==> src/rtl/flash_emu_pkg.sv <==
`timescale 1ns/1ps
package flash_emu_pkg;

    typedef enum logic [2:0] {
        PH_IDLE,
        PH_CMD,
        PH_ADDR,
        PH_DATA,
        PH_SKIP
    } phase_e;

    localparam logic [7:0] CMD_NORMAL_READ = 8'h03;
    localparam int CMD_BITS = 8;

endpackage

==> src/rtl/fe_sync_edge.sv <==
`timescale 1ns/1ps
module fe_sync_edge #(
    parameter int          W        = 3,
    parameter int          EDGE_IDX = 1,
    parameter logic [W-1:0] RST_VAL = '0
) (
    input  logic         clk_i,
    input  logic         rst_ni,
    input  logic [W-1:0] async_i,
    output logic [W-1:0] level_o,
    output logic         rise_o,
    output logic         fall_o
);

    typedef struct packed {
        logic [W-1:0] s1;
        logic [W-1:0] s2;
        logic         prev;
    } sync_t;

    sync_t sync_d, sync_q;

    always_comb begin
        sync_d      = sync_q;
        sync_d.s1   = async_i;
        sync_d.s2   = sync_q.s1;
        sync_d.prev = sync_q.s2[EDGE_IDX];
    end

    always_ff @(posedge clk_i or negedge rst_ni) begin
        if (!rst_ni) begin
            sync_q.s1   <= RST_VAL;
            sync_q.s2   <= RST_VAL;
            sync_q.prev <= RST_VAL[EDGE_IDX];
        end else begin
            sync_q <= sync_d;
        end
    end

    assign level_o = sync_q.s2;
    assign rise_o  = sync_q.s2[EDGE_IDX] & ~sync_q.prev;
    assign fall_o  = ~sync_q.s2[EDGE_IDX] & sync_q.prev;

endmodule

==> src/rtl/fe_cmd_decoder.sv <==
`timescale 1ns/1ps
module fe_cmd_decoder
    import flash_emu_pkg::*;
#(
    parameter int ADDR_W = 24,
    parameter int ROW_W  = 14
) (
    input  logic             clk_i,
    input  logic             rst_ni,
    input  logic             cs_act_i,
    input  logic             sclk_rise_i,
    input  logic             mosi_i,
    output logic             data_phase_o,
    output logic             row_ev_o,
    output logic             col_ev_o,
    output logic             sel_ev_o,
    output logic [ROW_W-1:0] field_o
);

    localparam int CNT_W = $clog2(ADDR_W + 1);
    localparam logic [CNT_W-1:0] CMD_LAST = CNT_W'(CMD_BITS - 1);
    localparam logic [CNT_W-1:0] ROW_LAST = CNT_W'(ROW_W - 1);
    localparam logic [CNT_W-1:0] COL_LAST = CNT_W'(ADDR_W - 2);
    localparam logic [CNT_W-1:0] SEL_LAST = CNT_W'(ADDR_W - 1);

    typedef struct packed {
        phase_e           ph;
        logic [CNT_W-1:0] cnt;
        logic [ROW_W-2:0] sh;
    } dec_t;

    dec_t dec_d, dec_q;
    logic [ROW_W-1:0] shifted;

    assign shifted = {dec_q.sh, mosi_i};

    always_comb begin
        dec_d    = dec_q;
        row_ev_o = 1'b0;
        col_ev_o = 1'b0;
        sel_ev_o = 1'b0;
        if (!cs_act_i) begin
            dec_d.ph  = PH_IDLE;
            dec_d.cnt = '0;
        end else begin
            unique case (dec_q.ph)
                PH_IDLE, PH_CMD: begin
                    dec_d.ph = PH_CMD;
                    if (sclk_rise_i) begin
                        dec_d.sh  = shifted[ROW_W-2:0];
                        dec_d.cnt = dec_q.cnt + CNT_W'(1);
                        if (dec_q.cnt == CMD_LAST) begin
                            dec_d.cnt = '0;
                            dec_d.ph  = (shifted[CMD_BITS-1:0] == CMD_NORMAL_READ)
                                        ? PH_ADDR : PH_SKIP;
                        end
                    end
                end
                PH_ADDR: begin
                    if (sclk_rise_i) begin
                        dec_d.sh  = shifted[ROW_W-2:0];
                        dec_d.cnt = dec_q.cnt + CNT_W'(1);
                        if (dec_q.cnt == ROW_LAST) row_ev_o = 1'b1;
                        if (dec_q.cnt == COL_LAST) col_ev_o = 1'b1;
                        if (dec_q.cnt == SEL_LAST) begin
                            sel_ev_o = 1'b1;
                            dec_d.ph = PH_DATA;
                        end
                    end
                end
                default: ;
            endcase
        end
    end

    always_ff @(posedge clk_i or negedge rst_ni) begin
        if (!rst_ni) begin
            dec_q <= '0;
        end else begin
            dec_q <= dec_d;
        end
    end

    assign field_o      = shifted;
    assign data_phase_o = (dec_q.ph == PH_DATA) && cs_act_i;

    AST_SKIP_NO_DATA: assert property (@(posedge clk_i) disable iff (!rst_ni)
        (dec_q.ph == PH_SKIP) |=> (dec_q.ph != PH_DATA));

endmodule

==> src/rtl/fe_word_fetch.sv <==
`timescale 1ns/1ps
module fe_word_fetch #(
    parameter int ADDR_W = 24,
    parameter int ROW_W  = 14,
    parameter int WORD_W = 16
) (
    input  logic                      clk_i,
    input  logic                      rst_ni,
    input  logic                      cs_act_i,
    input  logic                      sclk_rise_i,
    input  logic                      row_ev_i,
    input  logic                      col_ev_i,
    input  logic                      sel_ev_i,
    input  logic [ROW_W-1:0]          field_i,
    input  logic                      take_i,
    input  logic [WORD_W-1:0]         mem_rdata_i,
    input  logic                      mem_rvalid_i,
    output logic [WORD_W/2-1:0]       byte_o,
    output logic                      row_req_o,
    output logic [ROW_W-1:0]          row_o,
    output logic                      col_req_o,
    output logic [ADDR_W-ROW_W-2:0]   col_o,
    output logic                      busy_o
);

    localparam int COL_W  = ADDR_W - ROW_W - 1;
    localparam int BYTE_W = WORD_W / 2;

    typedef struct packed {
        logic [ROW_W-1:0]  row;
        logic [COL_W-1:0]  col;
        logic              sel;
        logic [WORD_W-1:0] word;
        logic              row_req;
        logic              col_req;
        logic              pend;
        logic              busy;
        logic              row_open;
    } fetch_t;

    fetch_t f_d, f_q;
    logic [WORD_W-1:0] cur_word;

    always_comb begin
        f_d         = f_q;
        f_d.row_req = 1'b0;
        f_d.col_req = 1'b0;
        if (mem_rvalid_i) f_d.word = mem_rdata_i;
        if (!cs_act_i) begin
            f_d.busy     = 1'b0;
            f_d.pend     = 1'b0;
            f_d.row_open = 1'b0;
        end else begin
            if (row_ev_i) begin
                f_d.row      = field_i;
                f_d.row_req  = 1'b1;
                f_d.busy     = 1'b1;
                f_d.row_open = 1'b1;
            end
            if (col_ev_i) begin
                f_d.col     = field_i[COL_W-1:0];
                f_d.col_req = 1'b1;
            end
            if (sel_ev_i) f_d.sel = field_i[0];
            if (take_i) begin
                if (f_q.sel) begin
                    f_d.sel  = 1'b0;
                    f_d.col  = f_q.col + COL_W'(1);
                    f_d.pend = 1'b1;
                    if (&f_q.col) begin
                        f_d.row     = f_q.row + ROW_W'(1);
                        f_d.row_req = 1'b1;
                    end
                end else begin
                    f_d.sel = 1'b1;
                end
            end
            if (f_q.pend && sclk_rise_i) begin
                f_d.col_req = 1'b1;
                f_d.pend    = 1'b0;
            end
        end
    end

    always_ff @(posedge clk_i or negedge rst_ni) begin
        if (!rst_ni) begin
            f_q <= '0;
        end else begin
            f_q <= f_d;
        end
    end

    assign cur_word  = mem_rvalid_i ? mem_rdata_i : f_q.word;
    assign byte_o    = f_q.sel ? cur_word[WORD_W-1:BYTE_W] : cur_word[BYTE_W-1:0];
    assign row_req_o = f_q.row_req;
    assign row_o     = f_q.row;
    assign col_req_o = f_q.col_req;
    assign col_o     = f_q.col;
    assign busy_o    = f_q.busy;

    AST_ROW_PULSE: assert property (@(posedge clk_i) disable iff (!rst_ni)
        row_req_o |=> !row_req_o);
    AST_COL_AFTER_ROW: assert property (@(posedge clk_i) disable iff (!rst_ni)
        col_req_o |-> f_q.row_open);
    AST_REQ_APART: assert property (@(posedge clk_i) disable iff (!rst_ni)
        !(row_req_o && col_req_o));
    AST_COL_PULSE: assert property (@(posedge clk_i) disable iff (!rst_ni)
        col_req_o |=> !col_req_o);

endmodule

==> src/rtl/fe_tx_shift.sv <==
`timescale 1ns/1ps
module fe_tx_shift #(
    parameter int BYTE_W = 8
) (
    input  logic              clk_i,
    input  logic              rst_ni,
    input  logic              active_i,
    input  logic              fall_i,
    input  logic [BYTE_W-1:0] byte_i,
    output logic              take_o,
    output logic              miso_o,
    output logic              oe_o
);

    localparam int CW = $clog2(BYTE_W);

    typedef struct packed {
        logic [BYTE_W-1:0] sh;
        logic [CW-1:0]     cnt;
        logic              miso;
        logic              oe;
    } tx_t;

    tx_t tx_d, tx_q;

    assign take_o = active_i && fall_i && (tx_q.cnt == '0);

    always_comb begin
        tx_d = tx_q;
        if (!active_i) begin
            tx_d.oe   = 1'b0;
            tx_d.cnt  = '0;
            tx_d.miso = 1'b0;
        end else if (take_o) begin
            tx_d.sh   = {byte_i[BYTE_W-2:0], 1'b0};
            tx_d.miso = byte_i[BYTE_W-1];
            tx_d.cnt  = CW'(BYTE_W - 1);
            tx_d.oe   = 1'b1;
        end else if (fall_i) begin
            tx_d.miso = tx_q.sh[BYTE_W-1];
            tx_d.sh   = {tx_q.sh[BYTE_W-2:0], 1'b0};
            tx_d.cnt  = tx_q.cnt - CW'(1);
        end
    end

    always_ff @(posedge clk_i or negedge rst_ni) begin
        if (!rst_ni) begin
            tx_q <= '0;
        end else begin
            tx_q <= tx_d;
        end
    end

    assign miso_o = tx_q.miso;
    assign oe_o   = tx_q.oe;

    AST_MISO_ON_FALL: assert property (@(posedge clk_i) disable iff (!rst_ni)
        (oe_o && $past(oe_o) && (miso_o != $past(miso_o))) |-> $past(fall_i));

endmodule

==> src/rtl/flash_read_emu.sv <==
`timescale 1ns/1ps
module flash_read_emu #(
    parameter int ADDR_W = 24,
    parameter int ROW_W  = 14,
    parameter int WORD_W = 16
) (
    input  logic                    clk_i,
    input  logic                    rst_ni,
    input  logic                    spi_cs_ni,
    input  logic                    spi_sclk_i,
    input  logic                    spi_mosi_i,
    output logic                    spi_miso_o,
    output logic                    spi_miso_oe_o,
    output logic                    busy_o,
    output logic                    mem_row_req_o,
    output logic [ROW_W-1:0]        mem_row_o,
    output logic                    mem_col_req_o,
    output logic [ADDR_W-ROW_W-2:0] mem_col_o,
    input  logic [WORD_W-1:0]       mem_rdata_i,
    input  logic                    mem_rvalid_i
);

    localparam int BYTE_W = WORD_W / 2;
    localparam int IDX_CS = 0;
    localparam int IDX_CK = 1;
    localparam int IDX_DI = 2;

    logic [2:0]        lvl;
    logic              sclk_rise, sclk_fall, cs_act;
    logic              data_phase, row_ev, col_ev, sel_ev, take;
    logic [ROW_W-1:0]  field;
    logic [BYTE_W-1:0] tx_byte;

    fe_sync_edge #(
        .W       (3),
        .EDGE_IDX(IDX_CK),
        .RST_VAL (3'b001)
    ) u_sync (
        .clk_i  (clk_i),
        .rst_ni (rst_ni),
        .async_i({spi_mosi_i, spi_sclk_i, spi_cs_ni}),
        .level_o(lvl),
        .rise_o (sclk_rise),
        .fall_o (sclk_fall)
    );

    assign cs_act = ~lvl[IDX_CS];

    fe_cmd_decoder #(
        .ADDR_W(ADDR_W),
        .ROW_W (ROW_W)
    ) u_dec (
        .clk_i       (clk_i),
        .rst_ni      (rst_ni),
        .cs_act_i    (cs_act),
        .sclk_rise_i (sclk_rise),
        .mosi_i      (lvl[IDX_DI]),
        .data_phase_o(data_phase),
        .row_ev_o    (row_ev),
        .col_ev_o    (col_ev),
        .sel_ev_o    (sel_ev),
        .field_o     (field)
    );

    fe_word_fetch #(
        .ADDR_W(ADDR_W),
        .ROW_W (ROW_W),
        .WORD_W(WORD_W)
    ) u_fetch (
        .clk_i       (clk_i),
        .rst_ni      (rst_ni),
        .cs_act_i    (cs_act),
        .sclk_rise_i (sclk_rise),
        .row_ev_i    (row_ev),
        .col_ev_i    (col_ev),
        .sel_ev_i    (sel_ev),
        .field_i     (field),
        .take_i      (take),
        .mem_rdata_i (mem_rdata_i),
        .mem_rvalid_i(mem_rvalid_i),
        .byte_o      (tx_byte),
        .row_req_o   (mem_row_req_o),
        .row_o       (mem_row_o),
        .col_req_o   (mem_col_req_o),
        .col_o       (mem_col_o),
        .busy_o      (busy_o)
    );

    fe_tx_shift #(
        .BYTE_W(BYTE_W)
    ) u_tx (
        .clk_i   (clk_i),
        .rst_ni  (rst_ni),
        .active_i(data_phase),
        .fall_i  (sclk_fall),
        .byte_i  (tx_byte),
        .take_o  (take),
        .miso_o  (spi_miso_o),
        .oe_o    (spi_miso_oe_o)
    );

    AST_OE_NEEDS_BUSY: assert property (@(posedge clk_i) disable iff (!rst_ni)
        spi_miso_oe_o |-> busy_o);
    AST_CS_HIGH_QUIET: assert property (@(posedge clk_i) disable iff (!rst_ni)
        (spi_cs_ni && $past(spi_cs_ni) && $past(spi_cs_ni, 2) && $past(spi_cs_ni, 3))
        |-> (!spi_miso_oe_o && !busy_o && !mem_row_req_o && !mem_col_req_o));

endmodule

==> config.mk <==
export PLATFORM = sky130hd
export DESIGN_NAME = flash_read_emu
export DESIGN_NICKNAME = d
export VERILOG_FILES = /design/src/rtl/flash_emu_pkg.sv /design/src/rtl/fe_sync_edge.sv /design/src/rtl/fe_cmd_decoder.sv /design/src/rtl/fe_word_fetch.sv /design/src/rtl/fe_tx_shift.sv /design/src/rtl/flash_read_emu.sv
export SDC_FILE = /design/constraint.sdc
export NUM_CORES = 1
export LEC_CHECK = 0
export BUFFER_PORTS_ARGS = -buffer_cell sky130_fd_sc_hd__buf_2
export CAP_MARGIN = 40
export CELL_PAD_IN_SITES_DETAIL_PLACEMENT = 2
export CELL_PAD_IN_SITES_GLOBAL_PLACEMENT = 2
export CORE_UTILIZATION = 40
export DETAILED_ROUTE_END_ITERATION = 16
export GPL_TIMING_DRIVEN = 0
export PLACE_DENSITY_LB_ADDON = 0.1
export SLEW_MARGIN = 0
export SYNTH_ARGS = -nofsm -noshare
export SYNTH_HDL_FRONTEND = slang
export SYNTH_SLANG_ARGS = --single-unit
==> constraint.sdc <==
create_clock -name clk_i -period 4 [get_ports clk_i]
set_input_delay 0.4 -clock clk_i [delete_from_list [all_inputs] [get_ports clk_i]]
set_output_delay 0.4 -clock clk_i [all_outputs]
set_load 0.01 [all_outputs]
Word-level counts from Yosys, hierarchy flattened

Index checks and enable logic that the tools add are counted.

Add/sub/neg operators: 4
Multiply operators: 0
Div/mod/pow operators: 0
Magnitude comparators: 0
Equality and inequality tests: 15
Shifts and indexed selects: 0
Mux-type cells: 43
Bitwise gates (word level): 5
Reduce and logical (&&, ||, !) cells: 21

Operators by type and width:

| operator                                                               | count |
|---|---|
| 21-bit two-way mux                                                     | 2 |
| 21-bit case mux with 2 select lines                                    | 1 |
| 14-bit two-way mux                                                     | 2 |
| 12-bit two-way mux                                                     | 2 |
| 24-bit two-way mux                                                     | 1 |
| 8-bit two-way mux                                                      | 3 |
| 23-bit two-way mux                                                     | 1 |
| 1-bit two-way mux                                                      | 22 |
| 16-bit two-way mux                                                     | 1 |
| 14-bit by 1-bit adder with 14-bit output (second input constant)       | 1 |
| 5-bit equality test (second input constant)                            | 2 |
| 9-bit by 1-bit adder with 9-bit output (second input constant)         | 1 |
| 3-bit two-way mux                                                      | 3 |
| 9-bit two-way mux                                                      | 1 |
| 3-bit by 2-bit != test with 1-bit output (second input constant)       | 3 |
| 9-bit AND reduction                                                    | 1 |
| 3-bit nonzero test                                                     | 3 |
| 8-bit by 2-bit equality test with 1-bit output (second input constant) | 1 |
| 2-bit nonzero test                                                     | 4 |
| 3-bit by 2-bit equality test with 1-bit output (second input constant) | 2 |
| 3-bit zero test                                                        | 2 |
| 2-bit two-way mux                                                      | 3 |
| 2-bit AND reduction                                                    | 3 |
| 3-bit AND reduction                                                    | 2 |
| 14 further kinds                                                       | 21 |

Bits in registers: 85
Latch bits: 0
Bits in writable memories: 0
ROM bits: 0
Input port bits: 22
Word-level logic and storage cells: 106
Memories kept: 0

Longest topological paths before layout

Depth after elaboration: 10
Mapped depth: 10
Depth with buffers taken out: 9

By module

From an unflattened synthesis, not the netlist that was laid out.

Cell total of the unflattened synthesis: 424
Area, all modules: 4551.9 um^2

By module, submodules not included:

| module         | times used | cells an instance | area an instance (um^2) |
|---|---|---|---|
| fe_word_fetch  | 1          | 252               | 2555.0 |
| fe_cmd_decoder | 1          | 105               | 1184.9 |
| fe_tx_shift    | 1          | 54                | 593.1 |
| fe_sync_edge   | 1          | 12                | 215.2 |
| flash_read_emu | 1          | 1                 | 3.8 |

Worst setup path before layout

Ideal clock, no wire load.

Path type: reg-to-reg
Start: reg u_fetch.f_q, in the netlist u_fetch.col_o[4]
End: reg u_fetch.f_q, in the netlist u_fetch.row_o[8]
Setup time: 0.121 ns
Data arrival time: 2.099 ns
Required time: 3.879 ns
Path slack: 1.779 ns
Stages on the path, launching flop included: 11
Period minus slack after synthesis: 2.221 ns
Cells stage by stage: dfrtp_1 and3_1 and2_1 nor2b_1 ha_1 nand2_1 or4_4 buf_6 nor2_2 a21oi_1 o22a_1

Word-level cells in the longest chain between the ends: 4

RTL lines:

| what                   | RTL line            | RTL |
|---|---|---|
| start, declared        | fe_word_fetch.sv:41 | `fetch_t f_d, f_q;` |
| start signal, assigned | fe_word_fetch.sv:87 | `f_q <= '0;` |
| start signal, assigned | fe_word_fetch.sv:89 | `f_q <= f_d;` |
| 9-bit AND reduction    | fe_word_fetch.sv:70 | `if (&f_q.col) begin` |
| 14-bit two-way mux     | fe_word_fetch.sv:70 |  |
| 23-bit two-way mux     | fe_word_fetch.sv:66 | `if (f_q.sel) begin` |
| 24-bit two-way mux     | fe_word_fetch.sv:65 | `if (take_i) begin` |

No other way between the ends.
A chain may end at the register's enable or synchronous reset.

Final worst setup path

Ends and elaborated chain as after synthesis.

==> flow_summary.json <==
{
  "grt_max_degree": 52,
  "nets": 512,
  "hold_viol": 0,
  "crit_type": "register to register",
  "core_area_sq_um": 10300,
  "grt_usage": 0.230,
  "power_density_nw_per_um2": 377,
  "ys.flop_type": "dfrtp_1",
  "place_congestion": 0.799,
  "startpoint": "u_fetch.col_o[4]",
  "antenna_cells": 0,
  "yosys_register_bits": 84,
  "setup_violations": 0,
  "die_y_microns": 105,
  "worstPathRequired_ps": 4310,
  "dpl_cell_area_sq_um": 4660,
  "fp.dieW_microns": 105,
  "cts_hold_buffers": 1,
  "io_pins": 50,
  "worstHoldPathCells": 1,
  "max-cap-violations": 0,
  "syn_nets": 451,
  "cts.clk_slew.worst_paths_ps": 90,
  "p_clk_frac": 0.393,
  "ys_async_sr_fraction": 1.00,
  "drive_gt1_frac": 0.271,
  "yosysMostFrequentCell": "dfrtp_1",
  "worstHoldStart": "spi_cs_ni",
  "cts_root_buf": "clkbuf_8",
  "p_int_uw": 1380,
  "synthCells": 421,
  "startpoint_type": "register",
  "htreeDepth": 3,
  "viasPerCell": 5.48,
  "grt-ovfl-total": 0,
  "comb_power_share": 0.077,
  "cpMaxStageDelayCell": "nor4_1",
  "setup_tns_ps": 0,
  "numCtsBuffers": 9,
  "p_sw_uw": 469,
  "crit_family": "simple AND/OR/NAND/NOR gates",
  "post-route-period-util": 0.670,
  "min_period_ps": 2680,
  "end_kind": "register",
  "netlist_top_cells_count": "dfrtp_1, nor2_1, a21oi_1",
  "fillers": 1103,
  "port_buffers": 48,
  "grt_pass1_vias": 3678,
  "num_rows": 37,
  "cts_buffer_depth": 2,
  "synth_cell_types": 56,
  "routed_wirelength_microns": 11700,
  "path_cells": "and3_1 > and2_1 > nor2b_1 > ha_1 > nand2_1 > nor4_1 > buf_2 > nand4_1 > a21oi_1 > o22a_1",
  "wire_per_inst_microns": 18.7,
  "synth_area_per_cell_sq_um": 10.0,
  "rsz0062_at_grt": "false",
  "first_pass_iters": 4,
  "clk_latency_ps": 370,
  "arrival_ps": 2990,
  "synthesis.area_sq_um": 4220,
  "fin_skew_ps": 11.1,
  "synth_top_area_frac": 0.486,
  "num_vias": 3414,
  "fin_area_sq_um": 4910,
  "cp.depth": 10,
  "multi_input_area_sq_um": 1800,
  "critical_path.max_fanout": 10,
  "swShare": 0.254,
  "grt_pass1_wl_microns": 19500,
  "cts_tree": "built",
  "cts_sinks": 84,
  "min_to": "u_sync.sync_d[1]",
  "synth_area_leaders": "dfrtp_1, mux2_2, nor2_1",
  "report.final.slew_viol_count": 0,
  "synth-edff-count": 0,
  "ff_latch_area_sq_um": 2100,
  "status": "completed",
  "p_seq_frac": 0.530,
  "hold_class": "input pin to register",
  "syn2layout_area_growth_pct": 16.2,
  "cts_resized": 0,
  "grt_antenna_before_repair": 0,
  "synth_top_area_cell": "dfrtp_1",
  "die-area_sq_um": 11000,
  "start_util": 0.411,
  "first_iter_violations": 110,
  "dp_hpwl_microns": 8300,
  "relSlewSlack": 0.430,
  "reg2regPathDepth": 10,
  "yosys_warnings": 0,
  "r2r_end": "u_fetch.row_o[8]",
  "max_slew.worst_pin.slew_ps": 848,
  "postRouteAntennaNets": 0,
  "reg2reg_from": "u_fetch.col_o[4]",
  "irDropWorstVdd_v": 0.000191,
  "final_util": 0.477,
  "yosysSeqAreaShare": 0.499,
  "crit_buf_inv": 1,
  "power_leakage_uw": 0.00222,
  "rrSetupSlack_ps": 1320,
  "fmax_ghz": 0.373,
  "cpPeakStageDelay_ps": 500,
  "drc": 0,
  "postCtsSetupBuffers": 0
}
## cell families (layout without fill, tap and decap cells)
kind of cell / Yosys count / in the layout / share of synthesized area
AND/OR/NAND/NOR: 143 / 143 / 0.172
adder cells (fa/ha/maj): 8 / 8 / 0.0237
multiplexers: 31 / 31 / 0.0821
flip-flops: 84 / 84 / 0.499
buffers and inverters: 57 / 123 / 0.0741
AO/OA/AOI/OAI: 95 / 95 / 0.143
XOR/XNOR: 3 / 3 / 0.00623
## final cells by class
cell class	instances	area share
clock inverters	4	0.0143
well taps	136	0.0347
flip-flops and latches	84	0.429
multi-input cells	280	0.368
inverters	15	0.0115
plain buffers	42	0.0523
clock buffers	12	0.0337
repair buffers	50	0.0571
## sequential cells by signal, indices dropped and copies added (netlist names)
register           flops
u_fetch.f_q           18
u_fetch.row_o         14
u_dec.field_o         13
u_tx.tx_q             10
u_fetch.col_o          9
u_dec.dec_q            8
u_sync.level_o         3
u_sync.sync_d          3
u_fetch.busy_o         1
u_fetch.col_req_o      1
u_fetch.row_req_o      1
u_sync.sync_q          1
u_tx.miso_o            1
u_tx.oe_o              1
## routing by layer
| layer | vias to the layer above | global-route usage | wire [microns] |
|---|---|---|---|
| met5 | - | 0 | 0 |
| met4 | 0 | 0.0986 | 245 |
| met3 | 18 | 0.0250 | 233 |
| met2 | 58 | 0.380 | 5820 |
| met1 | 1746 | 0.306 | 5370 |
| li1 | 1592 | - | - |
## how the worst max path moves through the flow
stage                                   end  slack (ps)
after floorplan            u_fetch.row_o[8]        1780
final                      u_fetch.row_o[8]        1320
after global routing      u_fetch.row_o[13]        1090
after CTS                 u_fetch.row_o[13]        1280
after detailed placement  u_fetch.row_o[13]        1330
after global placement    u_fetch.row_o[13]        1370
## metrics by stage
step	total power, uW	setup slack, ps	std cells	hold WS [ps]
floorplan	1050	1780	421	104
global placement	1120	1370	605	332
detailed placement	1140	1330	606	337
CTS	1870	1280	623	108
global route	1920	1090	623	112
finish	1850	1320	623	125
## power by group through the flow
| stage | Sequential, uW | Clock [uW] | Combinational, uW |
|---|---|---|---|
| 6_report | 981 | 727 | 143 |
| 3_3_place_gp | 990 | 0 | 133 |
| 4_1_cts | 982 | 741 | 148 |
| 3_5_place_dp | 996 | 0 | 146 |
| 5_1_grt | 989 | 771 | 160 |
| 2_1_floorplan | 961 | 0 | 91.7 |
## placed cells by master, fill, tap and decap left out, drive strengths merged, types with 5 or more instances in the layout
cell type	Yosys	routed
nor2	58	58
nand3	11	11
buf	29	78
o21ai	22	22
a21oi	32	32
a211oi	7	7
nor2b	5	5
a31oi	6	6
dfrtp	82	82
nand2	26	26
o31a	6	6
nand4	7	7
clkbuf	13	25
nor3	5	5
inv	15	15
and3	5	5
ha	8	8
mux2	29	29
Note: power is estimated with default switching activity, not from simulation.
